File: config.mk
export PLATFORM = sky130hd
export DESIGN_NAME = rxl_decoder
export DESIGN_NICKNAME = d
export VERILOG_FILES = /design/src/rtl/rxl_pkg.sv /design/src/rtl/rxl_capture.sv /design/src/rtl/rxl_classify.sv /design/src/rtl/rxl_subst.sv /design/src/rtl/rxl_decoder.sv
export SDC_FILE = /design/constraint.sdc
export NUM_CORES = 1
export LEC_CHECK = 0
export ABC_AREA = 1
export BUFFER_PORTS_ARGS = -buffer_cell sky130_fd_sc_hd__buf_2
export CAP_MARGIN = 20
export CELL_PAD_IN_SITES_DETAIL_PLACEMENT = 1
export CELL_PAD_IN_SITES_GLOBAL_PLACEMENT = 2
export CORE_ASPECT_RATIO = 0.8
export CORE_MARGIN = 4
export CORE_UTILIZATION = 36
export CTS_BUF_LIST = sky130_fd_sc_hd__clkbuf_8
export DETAILED_ROUTE_END_ITERATION = 10
export GPL_TIMING_DRIVEN = 0
export PLACE_DENSITY_LB_ADDON = 0.12
export SYNTH_ARGS = -nofsm -noshare
export SYNTH_HDL_FRONTEND = slang
export SYNTH_SLANG_ARGS = --single-unit
File: constraint.sdc
create_clock -name clk_line -period 1.83 [get_ports clk_line]
set_input_delay 0.183 -clock clk_line [delete_from_list [all_inputs] [get_ports clk_line]]
set_output_delay 0.183 -clock clk_line [all_outputs]
set_load 0.02 [all_outputs]
File: src/rtl/rxl_pkg.sv
`timescale 1ns/1ps
package rxl_pkg;

  localparam int B8_SPAN = 8;
  localparam int HD_SPAN = 4;

  typedef enum logic [1:0] {
    FMT_SINGLE   = 2'b00,
    FMT_DUAL_NRZ = 2'b01,
    FMT_DUAL_RZ  = 2'b10,
    FMT_DUAL_RZ2 = 2'b11
  } rail_fmt_e;

  typedef struct packed {
    rail_fmt_e fmt;
    logic      fall_edge;
    logic      t1_mode;
    logic      b8_en;
    logic      hd_en;
  } cfg_t;

  typedef struct packed {
    logic v;
    logic mark;
    logic viol;
    logic err;
  } sym_t;

  function automatic logic fmt_dual(rail_fmt_e f);
    return f != FMT_SINGLE;
  endfunction

  function automatic logic take_fall(cfg_t c);
    return c.fall_edge && (c.fmt == FMT_SINGLE || c.fmt == FMT_DUAL_NRZ);
  endfunction

  function automatic logic b8_active(cfg_t c);
    return fmt_dual(c.fmt) && c.t1_mode && c.b8_en;
  endfunction

  function automatic logic hd_active(cfg_t c);
    return fmt_dual(c.fmt) && !c.t1_mode && c.hd_en;
  endfunction

  function automatic int unsigned out_depth(cfg_t c);
    if (b8_active(c)) return B8_SPAN;
    if (hd_active(c)) return HD_SPAN;
    return 1;
  endfunction

  function automatic logic is_v(sym_t s);
    return s.mark && s.viol;
  endfunction

  function automatic logic is_b(sym_t s);
    return s.mark && !s.viol && !s.err;
  endfunction

  // window index 0 is the newest symbol
  function automatic logic b8zs_hit(sym_t [B8_SPAN-1:0] w);
    return !w[7].mark && !w[6].mark && !w[5].mark && is_v(w[4]) &&
           is_b(w[3]) && !w[2].mark && is_v(w[1]) && is_b(w[0]);
  endfunction

  function automatic logic hdb3_hit(sym_t [HD_SPAN-1:0] w);
    return is_v(w[0]) && !w[1].mark && !w[2].mark;
  endfunction

endpackage

File: src/rtl/rxl_capture.sv
`timescale 1ns/1ps
module rxl_capture (
  input  logic clk,
  input  logic rst,
  input  logic fall_sel,
  input  logic pos_i,
  input  logic neg_i,
  output logic s_pos,
  output logic s_neg,
  output logic s_v
);
  logic [1:0] fall_q;

  always_ff @(negedge clk) begin
    if (rst) fall_q <= '0;
    else     fall_q <= {pos_i, neg_i};
  end

  // both paths land on the rising edge, so latency does not depend on the edge choice
  always_ff @(posedge clk) begin
    if (rst) begin
      s_pos <= 1'b0;
      s_neg <= 1'b0;
      s_v   <= 1'b0;
    end else begin
      {s_pos, s_neg} <= fall_sel ? fall_q : {pos_i, neg_i};
      s_v            <= 1'b1;
    end
  end
endmodule

File: src/rtl/rxl_classify.sv
`timescale 1ns/1ps
module rxl_classify
  import rxl_pkg::*;
(
  input  logic clk,
  input  logic rst,
  input  logic dual,
  input  logic s_pos,
  input  logic s_neg,
  input  logic s_v,
  output sym_t sym
);
  logic last_pol, lp_ok;
  logic mark_w, err_w;

  always_comb begin
    mark_w   = dual ? (s_pos | s_neg) : s_pos;
    err_w    = dual & s_pos & s_neg;
    sym.v    = s_v;
    sym.mark = mark_w;
    sym.err  = err_w;
    sym.viol = dual & mark_w & !err_w & lp_ok & (s_pos == last_pol);
  end

  always_ff @(posedge clk) begin
    if (rst) begin
      last_pol <= 1'b0;
      lp_ok    <= 1'b0;
    end else if (s_v && dual && mark_w && !err_w) begin
      last_pol <= s_pos;
      lp_ok    <= 1'b1;
    end
  end
endmodule

File: src/rtl/rxl_subst.sv
`timescale 1ns/1ps
module rxl_subst
  import rxl_pkg::*;
#(
  parameter int WIN = B8_SPAN,
  localparam int IDX_W = $clog2(WIN)
) (
  input  logic             clk,
  input  logic             rst,
  input  logic             b8_on,
  input  logic             hd_on,
  input  logic [IDX_W-1:0] tap_idx,
  input  sym_t             sym_in,
  output sym_t             tap
);
  sym_t [WIN-1:0] sr, nx;
  logic b8_hit, hd_hit;

  always_comb begin
    nx     = {sr[WIN-2:0], sym_in};
    b8_hit = b8_on && b8zs_hit(nx[B8_SPAN-1:0]);
    hd_hit = hd_on && hdb3_hit(nx[HD_SPAN-1:0]);
    if (b8_hit) begin
      for (int j = 0; j < B8_SPAN; j++) begin
        nx[j].mark = 1'b0;
        nx[j].viol = 1'b0;
      end
    end
    if (hd_hit) begin
      for (int j = 0; j < HD_SPAN - 1; j++) begin
        nx[j].mark = 1'b0;
        nx[j].viol = 1'b0;
      end
      if (is_b(nx[HD_SPAN-1])) nx[HD_SPAN-1].mark = 1'b0;
    end
  end

  always_ff @(posedge clk) begin
    if (rst) sr <= '0;
    else     sr <= nx;
  end

  assign tap = sr[tap_idx];
endmodule

File: src/rtl/rxl_decoder.sv
`timescale 1ns/1ps
module rxl_decoder
  import rxl_pkg::*;
#(
  parameter int WIN = B8_SPAN,
  localparam int IDX_W = $clog2(WIN)
) (
  input  logic       clk_line,
  input  logic       rst,
  input  logic       pos_i,
  input  logic       neg_i,
  input  logic [1:0] fmt_i,
  input  logic       fall_edge_i,
  input  logic       t1_mode_i,
  input  logic       b8_en_i,
  input  logic       hdb3_en_i,
  output logic       data_o,
  output logic       valid_o,
  output logic       bpv_o,
  output logic       code_err_o
);
  cfg_t cfg_q;
  logic cfg_dual_w, fall_sel_w, b8_on_w, hd_on_w;
  logic [IDX_W-1:0] tap_idx_w;
  logic s_pos, s_neg, s_v;
  sym_t sym_w, tap_w;

  always_ff @(posedge clk_line) begin
    if (rst) begin
      cfg_q.fmt       <= rail_fmt_e'(fmt_i);
      cfg_q.fall_edge <= fall_edge_i;
      cfg_q.t1_mode   <= t1_mode_i;
      cfg_q.b8_en     <= b8_en_i;
      cfg_q.hd_en     <= hdb3_en_i;
    end
  end

  assign cfg_dual_w = fmt_dual(cfg_q.fmt);
  assign fall_sel_w = take_fall(cfg_q);
  assign b8_on_w    = b8_active(cfg_q);
  assign hd_on_w    = hd_active(cfg_q);
  assign tap_idx_w  = IDX_W'(out_depth(cfg_q) - 1);

  rxl_capture u_cap (
    .clk(clk_line), .rst(rst), .fall_sel(fall_sel_w),
    .pos_i(pos_i), .neg_i(neg_i),
    .s_pos(s_pos), .s_neg(s_neg), .s_v(s_v)
  );

  rxl_classify u_cls (
    .clk(clk_line), .rst(rst), .dual(cfg_dual_w),
    .s_pos(s_pos), .s_neg(s_neg), .s_v(s_v), .sym(sym_w)
  );

  rxl_subst #(.WIN(WIN)) u_sub (
    .clk(clk_line), .rst(rst), .b8_on(b8_on_w), .hd_on(hd_on_w),
    .tap_idx(tap_idx_w), .sym_in(sym_w), .tap(tap_w)
  );

  assign data_o     = tap_w.mark;
  assign valid_o    = tap_w.v;
  assign bpv_o      = tap_w.viol;
  assign code_err_o = tap_w.err;
endmodule

==> metrics.cfg, run 1 <==
[synth]
synth.avg_cell_area_um2 = 8.46
synth.distinct_cells = 14
synth.net_count = 194
synth_top_area_share_pct = 50.2
syn_area_um2 = 1560
synth_seq_area_share_pct = 61.7
ys_ff_latch = 45
syn_inst = 184
yosys_warnings = 0
synth.top_cells.by_area = dfxtp_1 50%, edfxtp_1 12%, nor2_1 10%, inv_1 9.9%, nand2_1 5.5%
yosysTopAreaCell = dfxtp_1

[grt]
grt_pass1_wl_um = 5380
grt_max_degree = 15
grt_pass1_vias = 1215
grt_usage_pct = 13.7
gr-total-overflow = 0
antenna_found_initial = 0

[place]
dp_slack_ns = -0.115
hpwl_um = 2120
place_congestion = 0.732
portBuffers = 13

[clock_tree]
cts_htree_levels = 2
postCtsHoldBufs = 0
clk_pin_slew_worst_paths_ns = 0.08
cts_sinks = 45
numCtsBuffers = 5
clk_path_buf_depth = 2
clock_latency_ns = 0.35
cts_tree = built
post_cts_buffers = 0
root_buffer = clkbuf_8

[power]
p_leak_nw = 0.793
p_per_area_nw_per_um2 = 1120
vdd_drop_max_v = 0.000547
finalPower_mw = 2.08

[die]
design.core.area_um2 = 4180
fp.dieH_um = 66.8
rows = 21
dieArea_um2 = 5450
chipWidth_um = 81.5
start_util_pct = 37.3
ios = 14

[worst_hold_path]
min_from = hdb3_en_i
whs_path_depth = 1
hold_path.class = in2reg
min_to = cfg_q[0]

[drt]
final_antenna_net_count = 0
vias_per_cell = 4.23
num_vias = 1118
drt_iter0_markers = 44
wire_per_inst_um = 11.6
drcViolationCount = 0
totalWireLength_um = 3070
firstDrtPassIters = 3

[finish]
drive_gt1_share_pct = 15.0
area_growth_pct = 19.1
insertedDiodeCount = 0
nets = 216

[critical_path]
r2r-start = u_cap.fall_q[0]
rr_endpoint = u_cap.s_neg
end_kind = output port
r2r_slack_ns = 0.24
cp_data_arrival_time_ns = 1.48
required_ns = 1.65
reg2reg_depth = 2
worstSetupPathType = reg2out
critical_path.max_fanout = 8
cp-start-kind = flop

[run_status]
status = completed

[sta]
setup_slack_ns = 0.170
period_share_pct = 90.7
max_freq_mhz = 602
finalClockSkew_ns = 0.0567
grt_setup_unrepaired = yes
fin_crit_ns = 1.66
finalHoldViolCount = 0
relSlewSlack_pct = 69.3
final-setup-viol-count = 0
fin_tns_setup_ns = 0
drv_slew = 0
tightest_slew_ns = 0.460

[job]
drv_cap = 0

==> critical path: stages, from the launching register on <==
cell      delay [ns]
edfxtp_1        0.40
nor2_2          0.23
nor2_4          0.11
a21oi_1         0.13
o21ai_0         0.10
nand2_1         0.06
buf_2           0.15
==> layer usage <==
| metal | track usage (%) | share of wire [%] |
|---|---|---|
| met1 | 16.3 | 48 |
| met2 | 22.2 | 46 |
| met3 | 5.27 | 4.4 |
| met4 | 5.06 | 1.5 |
| met5 | 0 | 0 |
==> cell families (layout without fill, tap and decap cells) <==
kind of cell	count (synthesis)	in the layout	synth area share [%]
DFF	45	45	61.7
buffers and inverters	43	65	10.4
AOI/OAI and AO/OA	14	14	4.50
and+or+nand+nor	81	82	22.7
muxes	1	1	0.643
==> state kept, by name, indices dropped and copies added, names as in the netlist <==
register        count
u_cls.last_pol      1
cfg_q               6
u_cap.fall_q        2
u_sub.nx           14
u_cap.s_pos         1
u_cap.s_v           1
u_cls.lp_ok         1
u_cap.s_neg         1
u_sub.sr           18
==> where the power goes <==
| group | switching (mW) | internal, mW |
|---|---|---|
| registers | 0.0198 | 1.03 |
| logic | 0.0969 | 0.0460 |
| clock network | 0.340 | 0.548 |
| total | 0.456 | 1.63 |
==> metrics by stage <==
step / instances / hold WS [ns] / instance area, um^2 / util (%)
6_report: 264 / 0.0601 / 1850 / 44.4
5_1_grt: 264 / 0.0411 / 1850 / 44.4
4_1_cts: 263 / 0.0550 / 1830 / 43.8
3_5_place_dp: 254 / 0.362 / 1690 / 40.5
3_3_place_gp: 254 / 0.359 / 1690 / 40.5
2_1_floorplan: 184 / 0.252 / 1560 / -
==> Yosys cell counts <==
cell type / n
nand2_1: 23
nand3_1: 6
nor2_2: 2
a21oi_1: 8
mux2i_1: 1
nand2_2: 2
inv_1: 41
nand3_2: 4
o21ai_0: 6
nor2_1: 43
edfxtp_1: 6
clkbuf_1: 2
nor2_4: 1
dfxtp_1: 39
==> cell type report <==
class | count | area (um^2)
plain buffers | 2 | 7.51
flip-flops and latches | 45 | 961
clock buffers | 5 | 68.8
fillers | 488 | 2320
clock inverters | 5 | 72.6
well taps | 57 | 71.3
multi-input cells | 97 | 457
inverters | 40 | 150
repair buffers | 13 | 65.1
==> worst max path at each step <==
stage | startpoint | end | depth (start not counted)
after floorplan | rst | u_cap.fall_q[0] | 2
after global placement | rst | u_cap.fall_q[0] | 3
after detailed placement | rst | u_cap.fall_q[0] | 3
after CTS | cfg_q[5] | bpv_o | 7
after global routing | cfg_q[4] | data_o | 6
final | cfg_q[4] | code_err_o | 6
==> cells in the final DEF (no fill, tap or decap) <==
cell type	instances
a21oi_1	8
buf_2	13
bufinv_16	2
clkbuf_1	2
clkbuf_8	5
clkinv_2	1
dfxtp_1	39
edfxtp_1	6
inv_1	42
mux2i_1	1
nand2_1	23
nand2_2	1
nand2_4	1
nand3_1	6
nand3_2	4
nand3_4	1
nor2_1	43
nor2_2	2
nor2_4	1
o21ai_0	6
==> what timing repair did <==
item                                   in CTS  in global routing
setup endpoints to repair                   0                  4
gates resized for setup                     0                  2
endpoints found under the hold margin       0                  0
(Power assumes the default switching activity.)
==> run 2: changes to the inputs <==
--- a/config.mk
+++ b/config.mk
@@ -5,13 +5,12 @@
 export SDC_FILE = /design/constraint.sdc
 export NUM_CORES = 1
 export LEC_CHECK = 0
-export ABC_AREA = 1
+export ABC_AREA = 0
 export BUFFER_PORTS_ARGS = -buffer_cell sky130_fd_sc_hd__buf_2
 export CAP_MARGIN = 20
 export CELL_PAD_IN_SITES_DETAIL_PLACEMENT = 1
 export CELL_PAD_IN_SITES_GLOBAL_PLACEMENT = 2
 export CORE_ASPECT_RATIO = 0.8
-export CORE_MARGIN = 4
 export CORE_UTILIZATION = 36
 export CTS_BUF_LIST = sky130_fd_sc_hd__clkbuf_8
 export DETAILED_ROUTE_END_ITERATION = 10
==> constraint.sdc (replaced) <==
create_clock -name clk_line -period 1.76 [get_ports clk_line]
set_input_delay 0.176 -clock clk_line [delete_from_list [all_inputs] [get_ports clk_line]]
set_output_delay 0.176 -clock clk_line [all_outputs]
set_load 0.02 [all_outputs]
==> run 2 against run 1 <==
  * The run now ends with setup timing left
  * Area after synthesis down 2.0%
  * Global-route usage up 1.8 points
  * Register-to-register slack worse by 0.37 ns
  * Via count is 9.0% lower
  * Final area grew 3.8%
  * Critical path depth down 1
  * Power fell by 9.6%
  * Core utilization rose by 4.6 points
  * Cell count decreased by 18%
  * Sequential power grew 4%
  * Critical path type is now reg2reg
  * Largest cell class unchanged
  * Largest power group unchanged
==> metrics.cfg, run 2 <==
[clock_tree]
clk_path_buf_depth = 2  ; unchanged
cts_tree = built  ; unchanged
clk_pin_slew_worst_paths_ns = 0.09  ; was 0.08 ns
cts_htree_levels = 2  ; unchanged
numCtsBuffers = 5  ; unchanged
clock_latency_ns = 0.35  ; about the same
cts_sinks = 45  ; unchanged
root_buffer = clkbuf_8  ; unchanged
postCtsHoldBufs = 0  ; unchanged

[sta]
period_share_pct = 108
fin_hold_ws_ns = 0.0497  ; was 0.0601 ns
tightest_slew_ns = 0.567  ; was 0.460 ns
final-setup-viol-count = 14  ; was 0
finalHoldViolCount = 0  ; unchanged
drv_slew = 0  ; unchanged
fin_tns_setup_ns = -1.58  ; was 0 ns
grt_setup_unrepaired = yes  ; unchanged
setup_slack_ns = -0.134  ; was 0.170 ns
finalClockSkew_ns = 0.0587  ; was 0.0567 ns
relSlewSlack_pct = 62.2  ; was 69.3%
fin_crit_ns = 1.89
max_freq_mhz = 528

[place]
place_congestion = 0.717  ; was 0.732
hpwl_um = 2030  ; was 2120 um
dp_slack_ns = -0.404  ; was -0.115 ns
portBuffers = 13  ; unchanged

[finish]
area_growth_pct = 26.2  ; was 19.1%
final_util_pct = 49.0  ; was 44.4%
layout_common_cells = 36 x dfxtp_1, 25 x nor2b_1, 10 x buf_4  ; was 43 x nor2_1, 42 x inv_1, 39 x dfxtp_1
nets = 171  ; was 216
mostFrequentLayoutCell = dfxtp_1  ; was nor2_1
max_flop_register = u_sub.sr  ; unchanged
largest_reg_flops = 18  ; unchanged
drive_gt1_share_pct = 32.7  ; was 15.0%
insertedDiodeCount = 0  ; unchanged

[critical_path]
crit_buf_inv = 1  ; unchanged
required_ns = 1.91  ; was 1.65 ns
cp_data_arrival_time_ns = 2.05  ; was 1.48 ns
cpPeakStageDelay_ns = 0.50  ; was 0.40 ns
crit_family = simple AND/OR/NAND/NOR gates  ; was flip-flops
slowest_stage = or4b_1  ; was edfxtp_1
cp-start-kind = flop  ; unchanged
critical_path.max_fanout = 4  ; was 8
crit_chain = or4b_1, or4_4, a311oi_4, buf_6, nor4_1  ; was nor2_2, nor2_4, a21oi_1, o21ai_0, nand2_1, buf_2
worstSetupPathType = reg2reg  ; was reg2out
end_kind = flop  ; was output port

[synth]
synth.net_count = 141  ; was 194
synthArstFlopShare_pct = 0  ; unchanged
yosysTopAreaCell = dfxtp_1  ; unchanged
syn_area_um2 = 1530  ; was 1560 um^2
synth.distinct_cells = 27  ; was 14
ys_ff_latch = 45  ; unchanged
synth-edff-count = 6  ; unchanged
synth_seq_area_share_pct = 63.0  ; was 61.7%
synth.avg_cell_area_um2 = 11.6  ; was 8.46 um^2
synth_top_area_share_pct = 51.2  ; was 50.2%
synth_common_cells = 39 x dfxtp_1, 25 x nor2b_1, 9 x nor2_1  ; was 43 x nor2_1, 41 x inv_1, 39 x dfxtp_1
synth.most_common_cell = dfxtp_1  ; was nor2_1
synth.top_cells.by_area = dfxtp_1 51%, edfxtp_1 12%, nor2b_1 10%, mux2i_1 3.9%, nor3b_1 3.4%  ; was dfxtp_1 50%, edfxtp_1 12%, nor2_1 10%, inv_1 9.9%, nand2_1 5.5%
yosys_warnings = 0  ; unchanged
synthFlopType = dfxtp_1  ; unchanged
syn_inst = 131  ; was 184

[grt]
grt_pass1_wl_um = 4900  ; was 5380 um
grt_max_degree = 15  ; unchanged
grt_pass1_vias = 1075  ; was 1,215
antenna_found_initial = 0  ; unchanged
grt_usage_pct = 15.5  ; was 13.7%
gr-total-overflow = 0  ; unchanged

[job]
drv_cap = 0  ; unchanged

[power]
finalPower_mw = 1.88  ; was 2.08 mW
p_per_area_nw_per_um2 = 979  ; was 1120 nW/um^2
p_leak_nw = 0.737  ; was 0.793 nW
vdd_drop_max_v = 0.000571  ; was 0.000547 V

[drt]
firstDrtPassIters = 4  ; was 3
num_vias = 1017  ; was 1,118
drcViolationCount = 0  ; unchanged
drt_iter0_markers = 19  ; was 44
vias_per_cell = 4.69  ; was 4.23
wire_per_inst_um = 14.0  ; was 11.6 um
final_antenna_net_count = 0  ; unchanged
totalWireLength_um = 3040  ; was 3070 um

[die]
chipWidth_um = 74.8  ; was 81.5 um
dieArea_um2 = 4500  ; was 5450 um^2
fp.dieH_um = 60.2  ; was 66.8 um
design.core.area_um2 = 3930  ; was 4180 um^2
start_util_pct = 38.8  ; was 37.3%
ios = 14  ; unchanged
rows = 20  ; was 21

[run_status]
status = finished, violations left  ; was completed
violations = setup timing

[worst_hold_path]
hold_path.class = in2reg  ; unchanged

run 2: changes by cell type after synthesis, sizes merged, moves of 2 or more:
cell    before  now
inv         41    4
nor2        46    9
nor2b        0   25
nand2       25    1
nand3       10    0
nor3b        0    7
mux2i        1    6
clkbuf       2    6
nor4b        0    3
o21ai        6    3
or2          0    2
or4b         0    2
run 2: cells by family (layout without fill, tap and decap cells):
logic type / Yosys count / in the layout / share of synthesized area, %
simple gates: 55 / 55 / 23.3
buf+inv: 10 / 41 / 2.46
mux: 7 / 7 / 4.68
compound gates: 14 / 14 / 6.56
flops: 45 / 45 / 63.0
run 2: per-stage QoR:
step / area (um^2) / std cells
4_1_cts: 1840 / 215
2_1_floorplan: 1540 / 131
5_1_grt: 1920 / 217
3_5_place_dp: 1670 / 199
6_report: 1920 / 217
3_3_place_gp: 1670 / 199
run 2: where the power goes:
part | internal (mW) | switching [mW]
Sequential | 1.07 | 0.0205
Clock | 0.279 | 0.344
Combinational | 0.0809 | 0.0882
run 2: worst paths after layout:
check | from | to | slack, ns | cells after the start
worst max-delay path | u_sub.sr[18] | u_sub.sr[2] | -0.13 | 5
worst min-delay path | b8_en_i | cfg_q[1] | 0.05 | 1
worst max register to register | u_sub.sr[18] | u_sub.sr[2] | -0.13 | 5
worst min register to register | u_sub.nx[8] | u_sub.nx[12] | 0.45 | 1
run 2: layout make-up:
| type | count | area (um^2) |
|---|---|---|
| sequential | 45 | 965 |
| buffer | 4 | 15.0 |
| tap | 55 | 68.8 |
| clock buffer | 5 | 68.8 |
| clock inverter | 5 | 23.8 |
| fill | 445 | 2000 |
| multi-input combinational | 76 | 596 |
| timing repair buffer | 24 | 176 |
| inverter | 3 | 11.3 |
run 2: layer usage:
metal,part of all wire [%],track usage (%),up-vias
li1,-,-,506
met1,47,18.8,491
met2,49,25.2,15
met3,3.1,4.55,5
met4,0.96,7.28,0
met5,0,0,-
run 2: timing repair:
action | CTS | global route
pin swaps | 7 | 3
cloned | 0 | 0
setup endpoints to repair | 15 | 14
resized for setup | 8 | 17
buffers inserted | 9 | 2
